**src/rtl/isa_bridge_pkg.sv**
```systemverilog
package isa_bridge_pkg;

  typedef struct packed {
    logic sel;     // board window matched
    logic rdData;  // read strobe at the data port
    logic wrData;  // write strobe at the data port
    logic rdAddr;  // read strobe at the address port
    logic wrAddr;  // write strobe at the address port
  } bridge_strobe_t;

endpackage

```
**src/rtl/isa_bridge_ctrl.sv**
```systemverilog
module isa_bridge_ctrl
  import isa_bridge_pkg::*;
#(
  parameter int SEL_W       = 7,
  parameter int ISA_A_W     = 10,
  parameter int OFF_W       = 3,
  parameter int DATA_OFF    = 0,
  parameter int ADDR_OFF    = 2,
  parameter int VINT_WIDTH  = 16
) (
  input  logic               clk,
  input  logic               rst,
  input  logic [ISA_A_W-1:0] isaAddr,
  input  logic               isaAen,
  input  logic               isaIorN,
  input  logic               isaIowN,
  input  logic [SEL_W-1:0]   jumperSel,
  output bridge_strobe_t     stb,
  output logic               vintN
);

  localparam int CNT_W = (VINT_WIDTH < 1) ? 1 : $clog2(VINT_WIDTH + 1);
  localparam logic [CNT_W-1:0] CNT_LOAD = CNT_W'(VINT_WIDTH);

  logic [OFF_W-1:0] offset;
  logic             selHit;

  assign offset = isaAddr[OFF_W-1:0];
  assign selHit = ({isaAddr[ISA_A_W-1:OFF_W], isaAen} == {jumperSel, 1'b0});

  always_comb begin
    stb.sel    = selHit;
    stb.rdData = selHit && !isaIorN && (offset == OFF_W'(DATA_OFF));
    stb.wrData = selHit && !isaIowN && (offset == OFF_W'(DATA_OFF));
    stb.rdAddr = selHit && !isaIorN && (offset == OFF_W'(ADDR_OFF));
    stb.wrAddr = selHit && !isaIowN && (offset == OFF_W'(ADDR_OFF));
  end

  logic rdAddrQ;
  logic rdAddrRise;

  always_ff @(posedge clk) begin
    if (rst) rdAddrQ <= 1'b0;
    else     rdAddrQ <= stb.rdAddr;
  end

  assign rdAddrRise = stb.rdAddr && !rdAddrQ;

  generate
    if (VINT_WIDTH > 0) begin : g_stretch
      logic [CNT_W-1:0] pulseCnt;

      always_ff @(posedge clk) begin
        if (rst)             pulseCnt <= '0;
        else if (rdAddrRise) pulseCnt <= CNT_LOAD;
        else if (pulseCnt != '0) pulseCnt <= pulseCnt - 1'b1;
      end

      assign vintN = (pulseCnt == '0);

      a_r8_cnt_bound: assert property (@(posedge clk) disable iff (rst)
        pulseCnt <= CNT_LOAD);
    end else begin : g_raw
      assign vintN = !stb.rdAddr;
    end
  endgenerate

  a_r8_pulse_start: assert property (@(posedge clk) disable iff (rst)
    rdAddrRise |=> !vintN);

  a_r3_one_offset: assert property (@(posedge clk) disable iff (rst)
    $countones({stb.rdData, stb.rdAddr}) <= 1);

endmodule

```
**src/rtl/isa_bridge_dp.sv**
```systemverilog
module isa_bridge_dp
  import isa_bridge_pkg::*;
#(
  parameter int DATA_W = 16,
  parameter int TADDR_W = 16
) (
  input  logic               clk,
  input  logic               rst,
  input  bridge_strobe_t     stb,
  input  logic [DATA_W-1:0]  isaDataIn,
  output logic [DATA_W-1:0]  isaDataOut,
  output logic               isaDataOe,
  input  logic [DATA_W-1:0]  tgtDataIn,
  output logic [DATA_W-1:0]  tgtDataOut,
  output logic               tgtDataOe,
  output logic [TADDR_W-1:0] tgtAddr
);

  logic [TADDR_W-1:0] addrQ;

  always_ff @(posedge clk) begin
    if (rst)             addrQ <= '0;
    else if (stb.wrAddr) addrQ <= TADDR_W'(isaDataIn);
  end

  assign tgtAddr    = addrQ;
  assign isaDataOe  = stb.rdData;
  assign isaDataOut = stb.rdData ? tgtDataIn : '0;
  assign tgtDataOe  = stb.wrData;
  assign tgtDataOut = stb.wrData ? isaDataIn : '0;

  a_r5_hold: assert property (@(posedge clk) disable iff (rst)
    !stb.wrAddr |=> $stable(addrQ));

  a_r5_load: assert property (@(posedge clk) disable iff (rst)
    stb.wrAddr |=> (addrQ == TADDR_W'($past(isaDataIn))));

endmodule

```
**src/rtl/isa_host_bridge.sv**
```systemverilog
module isa_host_bridge
  import isa_bridge_pkg::*;
#(
  parameter int DATA_W     = 16,
  parameter int TADDR_W    = 16,
  parameter int VINT_WIDTH = 16
) (
  input  logic               clk,
  input  logic               isaReset,
  input  logic [9:0]         isaAddr,
  input  logic               isaAen,
  input  logic               isaIorN,
  input  logic               isaIowN,
  input  logic [DATA_W-1:0]  isaDataIn,
  output logic [DATA_W-1:0]  isaDataOut,
  output logic               isaDataOe,
  input  logic [6:0]         jumperSel,
  output logic               isaIocs16N,
  output logic               isaIochrdyN,
  output logic [TADDR_W-1:0] tgtAddr,
  output logic [DATA_W-1:0]  tgtDataOut,
  output logic               tgtDataOe,
  input  logic [DATA_W-1:0]  tgtDataIn,
  output logic               tgtIorN,
  output logic               tgtIowN,
  output logic               tgtEx1N,
  output logic               tgtResN,
  output logic               tgtVintN,
  input  logic               tgtExwaitN
);

  bridge_strobe_t stb;

  isa_bridge_ctrl #(
    .SEL_W(7), .ISA_A_W(10), .OFF_W(3),
    .DATA_OFF(0), .ADDR_OFF(2), .VINT_WIDTH(VINT_WIDTH)
  ) u_ctrl (
    .clk(clk), .rst(isaReset), .isaAddr(isaAddr), .isaAen(isaAen),
    .isaIorN(isaIorN), .isaIowN(isaIowN), .jumperSel(jumperSel),
    .stb(stb), .vintN(tgtVintN)
  );

  isa_bridge_dp #(.DATA_W(DATA_W), .TADDR_W(TADDR_W)) u_dp (
    .clk(clk), .rst(isaReset), .stb(stb),
    .isaDataIn(isaDataIn), .isaDataOut(isaDataOut), .isaDataOe(isaDataOe),
    .tgtDataIn(tgtDataIn), .tgtDataOut(tgtDataOut), .tgtDataOe(tgtDataOe),
    .tgtAddr(tgtAddr)
  );

  assign isaIocs16N  = !stb.sel;
  assign isaIochrdyN = !(stb.sel && !tgtExwaitN);
  assign tgtIorN     = !stb.rdData;
  assign tgtIowN     = !stb.wrData;
  assign tgtEx1N     = !(stb.rdData || stb.wrData);
  assign tgtResN     = !isaReset;

  a_r2_wait_in_cycle: assert property (@(posedge clk) disable iff (isaReset)
    !isaIochrdyN |-> !isaIocs16N);

  a_r4_ex1_tracks: assert property (@(posedge clk) disable iff (isaReset)
    (!tgtEx1N) == (!tgtIorN || !tgtIowN));

endmodule

```
**config.mk**
```make
export PLATFORM = sky130hd
export DESIGN_NAME = isa_host_bridge
export DESIGN_NICKNAME = d
export VERILOG_FILES = /design/src/rtl/isa_bridge_pkg.sv /design/src/rtl/isa_bridge_ctrl.sv /design/src/rtl/isa_bridge_dp.sv /design/src/rtl/isa_host_bridge.sv
export SDC_FILE = /design/constraint.sdc
export NUM_CORES = 1
export LEC_CHECK = 0
export BUFFER_PORTS_ARGS = -buffer_cell sky130_fd_sc_hd__buf_2
export CORE_AREA = 2 2 80 51
export DETAILED_ROUTE_END_ITERATION = 12
export DIE_AREA = 0 0 82 53
export GPL_TIMING_DRIVEN = 1
export MAX_ROUTING_LAYER = met4
export PLACE_DENSITY = 0.79
export SYNTH_ARGS = -nofsm -noshare
export SYNTH_HDL_FRONTEND = slang
export SYNTH_SLANG_ARGS = --single-unit
```
**constraint.sdc**
```tcl
create_clock -name clk -period 1.9 [get_ports clk]
set_input_delay 0.285 -clock clk [delete_from_list [all_inputs] [get_ports clk]]
set_output_delay 0.285 -clock clk [all_outputs]
set_load 0.03 [all_outputs]
```
==> metrics.txt, run 1 <==
# TYPE chip_impl_metric gauge
chip_impl_metric{name="postCtsHoldBufs",unit=""} 0
chip_impl_metric{name="cts_buffers",unit=""} 3
chip_impl_metric{name="global_route.usage.total",unit="%"} 16.6
chip_impl_metric{name="ioPinCount",unit=""} 112
chip_impl_info{name="rsz_0062_raised_after_global_routing",value="yes"} 1
chip_impl_metric{name="hpwl",unit="µm"} 2860
chip_impl_metric{name="die_h",unit="µm"} 53
chip_impl_metric{name="worst_setup_hold_path_clk_slew",unit="ps"} 70
chip_impl_metric{name="synth-adder-area-share",unit="%"} 0.923
chip_impl_metric{name="placed_cell_count",unit=""} 314
chip_impl_metric{name="postSynthAreaPerCell",unit="µm²"} 8.92
chip_impl_metric{name="reg2reg_setup_slack",unit="ps"} 520
chip_impl_metric{name="mappedNetlistNets",unit=""} 208
chip_impl_metric{name="ys_seq_area_share",unit="%"} 32.5
chip_impl_metric{name="finalHoldViolations",unit=""} 0
chip_impl_metric{name="maxCapViolCount",unit=""} 0
chip_impl_metric{name="final_layout_size_suffix_gt1_share",unit="%"} 59.0
chip_impl_metric{name="drt-initial-drc-count",unit=""} 44
chip_impl_metric{name="combPwrFrac",unit="%"} 33.9
chip_impl_metric{name="yosys.area_share.xor_xnor",unit="%"} 5.81
chip_impl_metric{name="chipWidth",unit="µm"} 82
chip_impl_metric{name="irDropWorstVdd",unit="mV"} 0.515
chip_impl_metric{name="finalWeightedCongestion",unit=""} 0.737
chip_impl_metric{name="cellInternalPower",unit="W"} 0.000904
chip_impl_metric{name="gr-total-overflow",unit=""} 0
chip_impl_metric{name="syn_inst",unit=""} 152
chip_impl_metric{name="cp.arrival",unit="ps"} 1540
chip_impl_metric{name="crit_fanout",unit=""} 18
chip_impl_metric{name="max-slew-margin-rel",unit="%"} 82.9
chip_impl_metric{name="initial_antenna_violation_count",unit=""} 0
chip_impl_metric{name="route.detailed.drc",unit=""} 0
chip_impl_metric{name="cp.required",unit="ps"} 1620
chip_impl_metric{name="drt_pass1_iterations",unit=""} 4
chip_impl_info{name="end_kind",value="output pin"} 1
chip_impl_metric{name="clkPwrFrac",unit="%"} 25.4
chip_impl_metric{name="area_growth",unit="%"} 64.0
chip_impl_info{name="worstSetupStartpointType",value="input port"} 1
chip_impl_metric{name="layoutNonFillerInstCount",unit=""} 320
chip_impl_metric{name="p_sw",unit="W"} 0.000412
chip_impl_metric{name="whs",unit="ps"} 269
chip_impl_metric{name="avgViaCountPerCell",unit=""} 4.38
chip_impl_metric{name="floorplan.initialDensity",unit="%"} 38.0
chip_impl_metric{name="wirelength",unit="µm"} 3540
chip_impl_metric{name="synth_area",unit="mm²"} 0.00136
chip_impl_metric{name="worst_slew_pin_slew",unit="ps"} 255
chip_impl_metric{name="drt.antenna.violating_nets",unit=""} 0
chip_impl_metric{name="cts_max_path_buffers",unit=""} 2
chip_impl_metric{name="cts_sinks",unit=""} 22
chip_impl_metric{name="simple_logic_cell_fraction_of_the_synthesized_area",unit="%"} 40.0
chip_impl_info{name="outcome",value="complete, no violations"} 1
chip_impl_metric{name="floorplan.rows",unit=""} 17
chip_impl_metric{name="sw_frac_of_total",unit="%"} 31.3
chip_impl_metric{name="maxClockFrequency",unit="MHz"} 547
chip_impl_metric{name="yosysUniqueCellTypes",unit=""} 31
chip_impl_metric{name="worst_clock_skew",unit="ps"} 0.622
chip_impl_info{name="critPathKind",value="in -> out"} 1
chip_impl_info{name="clk_root_buffer_cell",value="sky130_fd_sc_hd__clkbuf_8"} 1
chip_impl_metric{name="yosys_warnings",unit=""} 0
chip_impl_metric{name="grt_pass1_vias",unit=""} 1239
chip_impl_metric{name="tns",unit="ps"} 0
chip_impl_metric{name="post-route-min-period",unit="ps"} 1830
chip_impl_metric{name="core_area",unit="mm²"} 0.00357
chip_impl_metric{name="power.sequential.fraction",unit="%"} 40.6
chip_impl_metric{name="multiplexer_share_of_the_synthesized_area",unit="%"} 12.5
chip_impl_info{name="type_of_the_worst_min_delay_path",value="in -> reg"} 1
chip_impl_metric{name="finalSetupViolCount",unit=""} 0
chip_impl_info{name="clock_tree_from_tritoncts",value="done"} 1
chip_impl_metric{name="pwr_density_cell",unit="mW/mm²"} 592
chip_impl_metric{name="die-area",unit="mm²"} 0.00435
chip_impl_metric{name="avgRoutedWirePerCell",unit="µm"} 11.1
chip_impl_metric{name="grt_start_max_net_pins",unit=""} 19
chip_impl_metric{name="antenna_cells",unit=""} 0
chip_impl_metric{name="cellLeakagePower",unit="nW"} 1.10
chip_impl_metric{name="clk_lat_worst_skew",unit="ps"} 260
chip_impl_metric{name="routed-via-count",unit=""} 1400
chip_impl_metric{name="power.total",unit="W"} 0.00132
chip_impl_metric{name="fin_crit_sh",unit="%"} 96.3
chip_impl_metric{name="buffers_added_on_ports",unit=""} 111
chip_impl_metric{name="cts-htree-levels",unit=""} 1
chip_impl_metric{name="layout_nets",unit=""} 330
chip_impl_info{name="synth_top_family_by_area",value="simple AND/OR/NAND/NOR gates"} 1
chip_impl_metric{name="synth_compound_area_share",unit="%"} 2.31
chip_impl_metric{name="grt_pass1_wl",unit="µm"} 5390
chip_impl_metric{name="yosys_register_bits",unit=""} 22
chip_impl_metric{name="timing_max_transition_violations_final",unit=""} 0
[flip-flops by register name, summed over array words and instances, names as in the netlist]
register,flops
u_ctrl.g_stretch.pulseCnt,5
u_dp.tgtAddr,16
u_ctrl.rdAddrQ,1
[power groups by stage]
stage | clock network, W | registers (W) | logic, W
floorplan | 0 | 0.000537 | 0.000281
global placement | 0 | 0.000544 | 0.000421
detailed placement | 0 | 0.000546 | 0.000434
CTS | 0.000346 | 0.000535 | 0.000448
global route | 0.000363 | 0.000543 | 0.000500
finish | 0.000335 | 0.000535 | 0.000447
[Yosys cell counts, drive strengths merged]
| library cell | instances | area (µm²) |
|---|---|---|
| mux2i | 17 | 170 |
| xnor2 | 9 | 78.8 |
| nand2b | 1 | 6.26 |
| nand4b | 1 | 8.76 |
| clkbuf | 3 | 11.3 |
| ha | 1 | 12.5 |
| inv | 5 | 18.8 |
| nor3 | 5 | 30.0 |
| nand4 | 2 | 42.5 |
| clkinv | 1 | 3.75 |
| or2 | 2 | 12.5 |
| dfxtp | 22 | 440 |
| a21oi | 3 | 15.0 |
| nor4b | 3 | 47.5 |
| buf | 4 | 46.3 |
| and2 | 32 | 200 |
| nand2 | 32 | 120 |
| nor4 | 4 | 61.3 |
| nor2 | 2 | 7.51 |
| o21a | 1 | 7.51 |
| a211o | 1 | 8.76 |
| or3 | 1 | 6.26 |
[per-stage QoR]
stage | cell area, µm² | setup slack (ps) | util [%]
after CTS | 2150 | 22.4 | 60.2
after global placement | 2040 | -12.4 | 57.1
after global routing | 2220 | -21.2 | 62.3
after detailed placement | 2040 | -77.4 | 57.1
after floorplan | 1380 | 45.5 | -
final | 2220 | 71.0 | 62.3
[critical path, stage by stage]
cell                      delay [ps]
sky130_fd_sc_hd__buf_2           110
sky130_fd_sc_hd__xnor2_2         190
sky130_fd_sc_hd__nand4_4         180
sky130_fd_sc_hd__nor4_4          260
sky130_fd_sc_hd__buf_6           190
sky130_fd_sc_hd__and2_2          140
sky130_fd_sc_hd__buf_2           190
[cell usage in the layout (no fill, tap or decap), types with 2 or more instances in the layout]
cell type / n
sky130_fd_sc_hd__a21oi_1: 3
sky130_fd_sc_hd__and2_1: 16
sky130_fd_sc_hd__and2_2: 16
sky130_fd_sc_hd__buf_12: 2
sky130_fd_sc_hd__buf_2: 94
sky130_fd_sc_hd__buf_4: 20
sky130_fd_sc_hd__buf_6: 7
sky130_fd_sc_hd__clkbuf_8: 4
sky130_fd_sc_hd__dfxtp_1: 22
sky130_fd_sc_hd__inv_1: 3
sky130_fd_sc_hd__inv_2: 2
sky130_fd_sc_hd__mux2i_1: 17
sky130_fd_sc_hd__nand2_1: 32
sky130_fd_sc_hd__nand4_4: 2
sky130_fd_sc_hd__nor2_1: 2
sky130_fd_sc_hd__nor3_1: 4
sky130_fd_sc_hd__nor4_4: 2
sky130_fd_sc_hd__xnor2_1: 3
sky130_fd_sc_hd__xnor2_2: 6
[repair_timing]
action / 4_1_cts / 5_1_grt
endpoints found under the setup margin: 33 / 28
gates resized for setup: 7 / 39
setup buffers: 1 / 1
pin swaps: 1 / 3
[metal layers]
layer / vias to the layer above / global-route usage [%] / wire length (µm)
li1: 736 / - / -
met1: 618 / 19.8 / 1570
met2: 42 / 27.5 / 1730
met3: 4 / 4.27 / 186
met4: 0 / 5.83 / 42
met5: - / - / 0
[kinds of logic after synthesis]
| kind of cell | after synthesis |
|---|---|
| xor gates and xnor gates | 9 |
| adders and majority gates | 1 |
| and+or+nand+nor | 85 |
| DFF | 22 |
| muxes | 17 |
| AOI/OAI and AO/OA | 5 |
| buffers and inverters | 13 |
[area by class of cell]
| cell class | instances | area [µm²] |
|---|---|---|
| Sequential cell | 22 | 440 |
| Timing Repair Buffer | 124 | 747 |
| Multi-Input combinational cell | 117 | 901 |
| Inverter | 6 | 22.5 |
| Tap cell | 47 | 58.8 |
| Clock buffer | 4 | 55.1 |
| Fill cell | 303 | 1350 |
[path summary, 6_finish.rpt]
kind | cells past startpoint | endpoint | from
min reg2reg | 2 | u_dp.tgtAddr[12] | u_dp.tgtAddr[12]
max reg2reg | 7 | u_ctrl.g_stretch.pulseCnt[1] | u_ctrl.g_stretch.pulseCnt[0]
max | 7 | isaDataOut[7] | jumperSel[1]
min | 3 | u_dp.tgtAddr[11] | isaDataIn[11]
Power figures use the tool's default switching activity.
==> run 2: changes to the inputs <==
--- a/config.mk
+++ b/config.mk
@@ -5,13 +5,15 @@
 export SDC_FILE = /design/constraint.sdc
 export NUM_CORES = 1
 export LEC_CHECK = 0
+export ABC_AREA = 1
 export BUFFER_PORTS_ARGS = -buffer_cell sky130_fd_sc_hd__buf_2
-export CORE_AREA = 2 2 80 51
+export CORE_AREA = 2 2 82 53
 export DETAILED_ROUTE_END_ITERATION = 12
-export DIE_AREA = 0 0 82 53
+export DIE_AREA = 0 0 84 55
 export GPL_TIMING_DRIVEN = 1
 export MAX_ROUTING_LAYER = met4
 export PLACE_DENSITY = 0.79
 export SYNTH_ARGS = -nofsm -noshare
 export SYNTH_HDL_FRONTEND = slang
 export SYNTH_SLANG_ARGS = --single-unit
+export TNS_END_PERCENT = 10
==> run 2 against run 1 <==
  * Clock skew is essentially flat
  * Global-route usage grew 1.4 points
  * Synthesized cell count grew 75%
  * Via count grew 35%
  * Critical path type unchanged
  * Power grew 5.9%
  * Cell area grew 2.2%
  * Worst hold slack lost 73 ps
  * Maximum frequency grew 1.7%
  * Count of clock-buffer cells in the layout is the same
  * Core utilization shrank 3.9 points
  * Highest routed layer unchanged
  * Largest power group is now combinational logic
  * Setup slack gained 30 ps
  * Area after synthesis grew 12%
==> metrics.txt, run 2 <==
# TYPE chip_impl_metric gauge
chip_impl_info{name="outcome",value="complete, no violations"} 1
chip_impl_metric{name="final_layout_size_suffix_gt1_share",unit="%"} 38.0
chip_impl_info{name="synth_top_flop_cell",value="sky130_fd_sc_hd__dfxtp_1"} 1
chip_impl_metric{name="largest_register_ffs",unit=""} 16
chip_impl_metric{name="cts_max_path_buffers",unit=""} 2
chip_impl_metric{name="floorplan.rows",unit=""} 18
chip_impl_metric{name="combined_area_of_the_multi_input_logic_cells",unit="µm²"} 816
chip_impl_metric{name="gr-total-overflow",unit=""} 0
chip_impl_metric{name="layout.filler_cells",unit=""} 410
chip_impl_metric{name="avgRoutedWirePerCell",unit="µm"} 9.71
chip_impl_metric{name="pwr_density_cell",unit="mW/mm²"} 613
chip_impl_metric{name="placed_cell_count",unit=""} 429
chip_impl_metric{name="synth_enable_flop_cells",unit=""} 0
chip_impl_metric{name="maxClockFrequency",unit="MHz"} 556
chip_impl_metric{name="tns",unit="ps"} 0
chip_impl_info{name="layout_commonest_cell",value="sky130_fd_sc_hd__buf_2"} 1
chip_impl_metric{name="cp.buffers_inverters",unit=""} 5
chip_impl_metric{name="worst_slew_pin_slew",unit="ps"} 383
chip_impl_metric{name="combPwrFrac",unit="%"} 38.3
chip_impl_metric{name="fin_crit_sh",unit="%"} 94.7
chip_impl_metric{name="cts-htree-levels",unit=""} 1
chip_impl_metric{name="area.sequential",unit="µm²"} 442
chip_impl_metric{name="layout_nets",unit=""} 441
chip_impl_metric{name="clk_lat_worst_skew",unit="ps"} 260
chip_impl_info{name="chain_of_cells_forming_the_critical_path",value="buf_2 -> inv_1 -> nand2_1 -> nand2_1 -> nor2_1 -> nand2_1 -> nor2_4 -> buf_6 -> inv_1 -> or2_2 -> buf_2"} 1
chip_impl_metric{name="finalSetupViolCount",unit=""} 0
chip_impl_metric{name="cp.required",unit="ps"} 1620
chip_impl_metric{name="antenna_cells",unit=""} 0
chip_impl_metric{name="layoutNonFillerInstCount",unit=""} 434
chip_impl_metric{name="buffers_added_on_ports",unit=""} 111
chip_impl_metric{name="initial_antenna_violation_count",unit=""} 0
chip_impl_metric{name="timing_max_transition_violations_final",unit=""} 0
chip_impl_metric{name="yosys_register_bits",unit=""} 22
chip_impl_info{name="clk_root_buffer_cell",value="sky130_fd_sc_hd__clkbuf_8"} 1
chip_impl_metric{name="maxCapViolCount",unit=""} 0
chip_impl_metric{name="area_growth",unit="%"} 49.1
chip_impl_metric{name="power.sequential.fraction",unit="%"} 38.2
chip_impl_info{name="rsz_0062_raised_after_global_routing",value="yes"} 1
chip_impl_metric{name="worst_clock_skew",unit="ps"} 0.279
chip_impl_metric{name="slowest_delay",unit="ps"} 260
chip_impl_metric{name="postSynthAreaPerCell",unit="µm²"} 5.73
chip_impl_metric{name="cellInternalPower",unit="W"} 0.000924
chip_impl_info{name="post-synth-top-area-cell",value="sky130_fd_sc_hd__dfxtp_1"} 1
chip_impl_info{name="type_of_the_worst_min_delay_path",value="in -> reg"} 1
chip_impl_metric{name="syn_inst",unit=""} 266
chip_impl_metric{name="post-route-min-period",unit="ps"} 1800
chip_impl_metric{name="power.total",unit="W"} 0.00139
chip_impl_metric{name="die-area",unit="mm²"} 0.00462
chip_impl_info{name="layout_common_cells",value="sky130_fd_sc_hd__buf_2 (106), sky130_fd_sc_hd__nor2_1 (69), sky130_fd_sc_hd__inv_1 (63)"} 1
chip_impl_metric{name="synth.top_cell.area_share",unit="%"} 28.9
chip_impl_metric{name="cts_sinks",unit=""} 22
chip_impl_metric{name="avgViaCountPerCell",unit=""} 4.35
chip_impl_info{name="post_synth_most_frequent_cells",value="sky130_fd_sc_hd__nor2_1 (69), sky130_fd_sc_hd__inv_1 (64), sky130_fd_sc_hd__nand2_1 (55)"} 1
chip_impl_info{name="clock_tree_from_tritoncts",value="done"} 1
chip_impl_metric{name="yosysUniqueCellTypes",unit=""} 24
chip_impl_metric{name="routed-via-count",unit=""} 1890
chip_impl_metric{name="ys_async_sr_fraction",unit="%"} 0
chip_impl_metric{name="floorplan.initialDensity",unit="%"} 39.1
chip_impl_metric{name="ioPinCount",unit=""} 112
chip_impl_metric{name="cp.arrival",unit="ps"} 1510
chip_impl_metric{name="worst_setup_hold_path_clk_slew",unit="ps"} 80
chip_impl_metric{name="die_h",unit="µm"} 55
chip_impl_metric{name="p_sw",unit="W"} 0.000470
chip_impl_info{name="critical-path-top-cell-by-count",value="sky130_fd_sc_hd__nand2_1"} 1
chip_impl_metric{name="postCtsHoldBufs",unit=""} 0
chip_impl_info{name="cell_family_with_the_largest_share_of_critical_path_delay",value="simple AND/OR/NAND/NOR gates"} 1
chip_impl_info{name="synth_top_cells_by_area",value="sky130_fd_sc_hd__dfxtp_1 (29%), sky130_fd_sc_hd__nor2_1 (17%), sky130_fd_sc_hd__inv_1 (16%), sky130_fd_sc_hd__nand2_1 (14%), sky130_fd_sc_hd__nand4_1 (7.0%)"} 1
chip_impl_metric{name="wirelength",unit="µm"} 4210
chip_impl_info{name="worstSetupStartpointType",value="input port"} 1
chip_impl_metric{name="grt_start_max_net_pins",unit=""} 19
chip_impl_metric{name="irDropWorstVdd",unit="mV"} 0.893
chip_impl_metric{name="synth_area",unit="mm²"} 0.00153
chip_impl_metric{name="max-slew-margin-rel",unit="%"} 74.4
chip_impl_metric{name="cellLeakagePower",unit="nW"} 1.44
chip_impl_metric{name="grt_pass1_wl",unit="µm"} 6560
chip_impl_metric{name="postPlaceCellArea",unit="mm²"} 0.00216
chip_impl_metric{name="drt.antenna.violating_nets",unit=""} 0
chip_impl_info{name="crit_path_top_delay_cell",value="sky130_fd_sc_hd__or2_2"} 1
chip_impl_metric{name="reg2reg_setup_slack",unit="ps"} 460
chip_impl_metric{name="finalWeightedCongestion",unit=""} 0.816
chip_impl_info{name="end_kind",value="output pin"} 1
chip_impl_metric{name="mappedNetlistNets",unit=""} 322
chip_impl_metric{name="yosys_warnings",unit=""} 0
chip_impl_metric{name="global_route.usage.total",unit="%"} 18.1
chip_impl_metric{name="cts_buffers",unit=""} 3
chip_impl_metric{name="grt_pass1_vias",unit=""} 1527
chip_impl_metric{name="crit_fanout",unit=""} 5
chip_impl_metric{name="core_area",unit="mm²"} 0.00390
chip_impl_info{name="critPathKind",value="in -> out"} 1
chip_impl_metric{name="sw_frac_of_total",unit="%"} 33.7
chip_impl_metric{name="final_design_instance_area_without_fill",unit="mm²"} 0.00227
chip_impl_metric{name="chipWidth",unit="µm"} 84
chip_impl_metric{name="hpwl",unit="µm"} 3380
chip_impl_metric{name="finalHoldViolations",unit=""} 0
chip_impl_metric{name="drt_pass1_iterations",unit=""} 4
chip_impl_metric{name="clkPwrFrac",unit="%"} 23.5
chip_impl_info{name="yosysMostFrequentCell",value="sky130_fd_sc_hd__nor2_1"} 1
chip_impl_metric{name="drt-initial-drc-count",unit=""} 81
chip_impl_metric{name="ys_seq_area_share",unit="%"} 28.9
chip_impl_metric{name="post_cts_buffers",unit=""} 0
chip_impl_metric{name="route.detailed.drc",unit=""} 0
run 2: stage by stage:
stage               utilization [%]  setup WS [ps]  hold WS [ps]
global placement               55.6           59.8           444
floorplan                         -           49.0           354
detailed placement             55.6           1.20           459
CTS                            57.5          -2.83           189
finish                         58.3            101           196
global route                   58.3          -7.30           193
run 2: kinds of logic after synthesis:
family          count (synthesis)  share of synthesized area [%]
buf+inv                        74                           19.8
flops                          22                           28.9
simple gates                  163                           48.1
compound gates                  4                           1.31
fa+ha+maj                       1                          0.820
xor+xnor                        2                           1.15
run 2: worst reg2reg max path, cell delays in order (launching register included):
cell                      delay, ps
sky130_fd_sc_hd__dfxtp_2        330
sky130_fd_sc_hd__inv_1           70
sky130_fd_sc_hd__ha_2           180
sky130_fd_sc_hd__inv_1           60
sky130_fd_sc_hd__nor3_2          90
sky130_fd_sc_hd__inv_1           70
sky130_fd_sc_hd__or2_4          250
sky130_fd_sc_hd__inv_2           70
sky130_fd_sc_hd__nand2_1         40
sky130_fd_sc_hd__o21ai_0         80
sky130_fd_sc_hd__inv_1           60
sky130_fd_sc_hd__nor2_1          80
run 2: final timing paths:
| check | start | endpoint | depth (start not counted) |
|---|---|---|---|
| max | jumperSel[5] | isaIochrdyN | 11 |
| min | isaIorN | u_ctrl.rdAddrQ | 2 |
| max reg2reg | u_ctrl.g_stretch.pulseCnt[0] | u_ctrl.g_stretch.pulseCnt[1] | 11 |
| min reg2reg | u_ctrl.g_stretch.pulseCnt[4] | u_ctrl.g_stretch.pulseCnt[4] | 2 |
run 2: repair_timing:
action	in CTS	in global routing
cloned	0	1
endpoints found under the setup margin	6	27
resized for setup	8	6
run 2: cell type report:
| type | count | share of cell area (%) |
|---|---|---|
| clock buffers | 4 | 2.42 |
| repair buffers | 121 | 28.6 |
| well taps | 50 | 2.75 |
| multi-input cells | 171 | 35.9 |
| inverters | 66 | 10.9 |
| flip-flops and latches | 22 | 19.4 |
run 2: power groups by stage:
stage                     registers, W  clock network, W  logic, W
after floorplan               0.000532                 0  0.000339
after global placement        0.000534                 0  0.000465
after detailed placement      0.000537                 0  0.000480
after CTS                     0.000526          0.000337  0.000527
after global routing          0.000538          0.000355  0.000606
final                         0.000532          0.000328  0.000534
run 2: routing by layer:
layer	GRT usage, %	up-vias	wire, µm
met2	30.1	65	1930
met1	23.4	804	2000
met3	4.60	2	261
met5	-	-	0
met4	1.88	0	23
li1	-	1019	-
==> run 3: changes to the inputs <==
--- a/config.mk
+++ b/config.mk
@@ -13,6 +13,7 @@
 export GPL_TIMING_DRIVEN = 1
 export MAX_ROUTING_LAYER = met4
 export PLACE_DENSITY = 0.79
+export REMOVE_ABC_BUFFERS = 1
 export SYNTH_ARGS = -nofsm -noshare
 export SYNTH_HDL_FRONTEND = slang
 export SYNTH_SLANG_ARGS = --single-unit
==> run 3 against run 2 <==
  * Clock skew hardly changed
  * First-iteration DRC count shrank 48%
  * Via count shrank 0.21%
  * Critical endpoint is now tgtVintN
  * Critical path type is now reg -> out
  * Power rose by 8.1%
  * Clock power is 31% higher
  * Routed wire length is 1.2% higher
  * Largest power group unchanged
  * Worst hold slack gained 4.0 ps
  * Sequential share of layout area down 0.28 points
  * Register-to-register slack worse by 40 ps
==> metrics.txt, run 3 (same netlist as run 2, synthesis figures left out) <==
# TYPE chip_impl_metric gauge
chip_impl_info{name="rsz_0062_raised_after_global_routing",value="yes"} 1
chip_impl_info{name="layout_common_cells",value="sky130_fd_sc_hd__buf_2 (106), sky130_fd_sc_hd__nor2_1 (69), sky130_fd_sc_hd__inv_1 (62)"} 1
chip_impl_metric{name="die-area",unit="mm²"} 0.00462
chip_impl_metric{name="layout_nets",unit=""} 441
chip_impl_metric{name="slowest_delay",unit="ps"} 320
chip_impl_metric{name="finalSetupViolCount",unit=""} 0
chip_impl_metric{name="avgViaCountPerCell",unit=""} 4.35
chip_impl_metric{name="grt_start_max_net_pins",unit=""} 19
chip_impl_metric{name="worst_clock_skew",unit="ps"} 0.252
chip_impl_info{name="end_kind",value="output pin"} 1
chip_impl_metric{name="fin_crit_sh",unit="%"} 95.9
chip_impl_metric{name="irDropWorstVdd",unit="mV"} 0.460
chip_impl_metric{name="cts_buffers",unit=""} 3
chip_impl_metric{name="finalWeightedCongestion",unit=""} 0.805
chip_impl_metric{name="gr-total-overflow",unit=""} 0
chip_impl_metric{name="cts_max_path_buffers",unit=""} 2
chip_impl_info{name="clock_tree_from_tritoncts",value="done"} 1
chip_impl_metric{name="grt_pass1_vias",unit=""} 1679
chip_impl_info{name="layout_commonest_cell",value="sky130_fd_sc_hd__buf_2"} 1
chip_impl_metric{name="power.sequential.fraction",unit="%"} 35.6
chip_impl_metric{name="clk_lat_worst_skew",unit="ps"} 250
chip_impl_metric{name="drt.antenna.violating_nets",unit=""} 0
chip_impl_metric{name="clkPwrFrac",unit="%"} 28.4
chip_impl_metric{name="layout.filler_cells",unit=""} 417
chip_impl_metric{name="finalHoldViolations",unit=""} 0
chip_impl_metric{name="global_route.usage.total",unit="%"} 19.5
chip_impl_metric{name="area_growth",unit="%"} 50.8
chip_impl_metric{name="buffers_added_on_ports",unit=""} 111
chip_impl_info{name="critical-path-top-cell-by-count",value="sky130_fd_sc_hd__inv_1"} 1
chip_impl_metric{name="max-slew-margin-rel",unit="%"} 74.1
chip_impl_metric{name="cellInternalPower",unit="W"} 0.00102
chip_impl_metric{name="combPwrFrac",unit="%"} 36.0
chip_impl_metric{name="avgRoutedWirePerCell",unit="µm"} 9.82
chip_impl_metric{name="antenna_cells",unit=""} 0
chip_impl_metric{name="timing_max_transition_violations_final",unit=""} 0
chip_impl_info{name="worstSetupStartpointType",value="flop"} 1
chip_impl_metric{name="drt-initial-drc-count",unit=""} 42
chip_impl_info{name="outcome",value="complete, no violations"} 1
chip_impl_metric{name="die_h",unit="µm"} 55
chip_impl_info{name="chain_of_cells_forming_the_critical_path",value="inv_1 -> ha_2 -> inv_1 -> nor3_2 -> inv_1 -> or2_4 -> inv_2 -> buf_6"} 1
chip_impl_info{name="critPathKind",value="reg -> out"} 1
chip_impl_metric{name="routed-via-count",unit=""} 1886
chip_impl_metric{name="sw_frac_of_total",unit="%"} 32.3
chip_impl_metric{name="worst_setup_hold_path_clk_slew",unit="ps"} 70
chip_impl_metric{name="cp.buffers_inverters",unit=""} 5
chip_impl_metric{name="floorplan.initialDensity",unit="%"} 39.1
chip_impl_metric{name="hpwl",unit="µm"} 3470
chip_impl_metric{name="placement.setup.worst_slack",unit="ps"} -44.6
chip_impl_metric{name="largest_register_ffs",unit=""} 16
chip_impl_metric{name="crit_fanout",unit=""} 4
chip_impl_metric{name="chipWidth",unit="µm"} 84
chip_impl_info{name="cell_family_with_the_largest_share_of_critical_path_delay",value="buffers and inverters"} 1
chip_impl_metric{name="postPlaceCellArea",unit="mm²"} 0.00217
chip_impl_metric{name="grt_pass1_wl",unit="µm"} 7000
chip_impl_metric{name="pwr_density_cell",unit="mW/mm²"} 656
chip_impl_metric{name="post-route-min-period",unit="ps"} 1820
chip_impl_metric{name="cts_sinks",unit=""} 22
chip_impl_metric{name="worst_slack",unit="ps"} 78.5
chip_impl_metric{name="postCtsHoldBufs",unit=""} 0
chip_impl_metric{name="cp.required",unit="ps"} 1620
chip_impl_info{name="clk_root_buffer_cell",value="sky130_fd_sc_hd__clkbuf_8"} 1
chip_impl_metric{name="wirelength",unit="µm"} 4260
chip_impl_metric{name="worst_slew_pin_slew",unit="ps"} 387
chip_impl_metric{name="maxClockFrequency",unit="MHz"} 549
chip_impl_metric{name="final_design_instance_area_without_fill",unit="mm²"} 0.00230
chip_impl_metric{name="cellLeakagePower",unit="nW"} 1.46
chip_impl_metric{name="final_layout_size_suffix_gt1_share",unit="%"} 38.0
chip_impl_metric{name="drt_pass1_iterations",unit=""} 4
chip_impl_metric{name="floorplan.rows",unit=""} 18
chip_impl_info{name="type_of_the_worst_min_delay_path",value="in -> reg"} 1
chip_impl_metric{name="ioPinCount",unit=""} 112
chip_impl_metric{name="maxCapViolCount",unit=""} 0
chip_impl_metric{name="cts-htree-levels",unit=""} 1
chip_impl_metric{name="core_area",unit="mm²"} 0.00390
chip_impl_metric{name="cp.arrival",unit="ps"} 1540
chip_impl_metric{name="p_sw",unit="W"} 0.000487
chip_impl_metric{name="route.detailed.drc",unit=""} 0
chip_impl_metric{name="initial_antenna_violation_count",unit=""} 0
chip_impl_info{name="crit_path_top_delay_cell",value="sky130_fd_sc_hd__dfxtp_1"} 1
run 3: changes by cell type in the layout (fill, tap and decap cells not counted), sizes merged:
cell	previous run	this run
bufinv	0	1
nand3	6	5
run 3: routing by layer:
layer / global-route usage, % / part of all wire (%) / up-vias
met5: - / 0 / -
met4: 2.96 / 0.49 / 0
met3: 4.15 / 8.0 / 2
met2: 34.9 / 43 / 80
met1: 23.9 / 48 / 788
li1: - / - / 1016
run 3: worst reg2reg max path, cell delays in order (launching register included):
cell and delay (ps):
sky130_fd_sc_hd__dfxtp_1 320, sky130_fd_sc_hd__inv_1 80, sky130_fd_sc_hd__ha_2 170, sky130_fd_sc_hd__inv_1 70, sky130_fd_sc_hd__nor3_2 120, sky130_fd_sc_hd__inv_1 70, sky130_fd_sc_hd__or2_4 250, sky130_fd_sc_hd__inv_2 80
sky130_fd_sc_hd__nand2_1 50, sky130_fd_sc_hd__o21ai_0 60, sky130_fd_sc_hd__inv_1 60, sky130_fd_sc_hd__nor2_1 100
run 3: final timing paths:
check,from,slack (ps),to,cells past startpoint
worst max-delay path,u_ctrl.g_stretch.pulseCnt[0],80,tgtVintN,8
worst min-delay path,isaIorN,200,u_ctrl.rdAddrQ,2
worst max register to register,u_ctrl.g_stretch.pulseCnt[0],420,u_ctrl.g_stretch.pulseCnt[1],11
worst min register to register,u_dp.tgtAddr[0],480,u_dp.tgtAddr[0],2
run 3: metrics by stage:
step                      std cells  util, %  setup TNS [ps]  power [W]  hold WS [ps]
after floorplan                 258        -          -12410   0.000868           354
after global placement          428     55.7               0   0.000999           451
after detailed placement        428     55.7           -46.9    0.00102           454
after CTS                       433     58.2               0    0.00148           195
after global routing            434     59.0               0    0.00161           199
final                           434     59.0               0    0.00151           200
run 3: timing repair:
item / 4_1_cts / 5_1_grt
buffers inserted: 1 / 1
pin swaps: 1 / 1
resized for setup: 3 / 12
setup endpoints to repair: 4 / 36
run 3: power by group through the flow:
| stage | clock (W) | combinational (W) | sequential, W |
|---|---|---|---|
| after floorplan | 0 | 0.000337 | 0.000532 |
| after global placement | 0 | 0.000464 | 0.000535 |
| after detailed placement | 0 | 0.000480 | 0.000539 |
| after CTS | 0.000441 | 0.000516 | 0.000528 |
| after global routing | 0.000462 | 0.000614 | 0.000539 |
| final | 0.000429 | 0.000542 | 0.000537 |
run 3: final cells by class:
cell class / instances / area [µm²] / area share [%]
flip-flops and latches: 22 / 440 / 19.2
repair buffers: 122 / 679 / 29.5
clock buffers: 3 / 41.3 / 1.80
multi-input cells: 170 / 798 / 34.7
well taps: 50 / 62.6 / 2.72
clock inverters: 1 / 30.0 / 1.31
inverters: 66 / 248 / 10.8
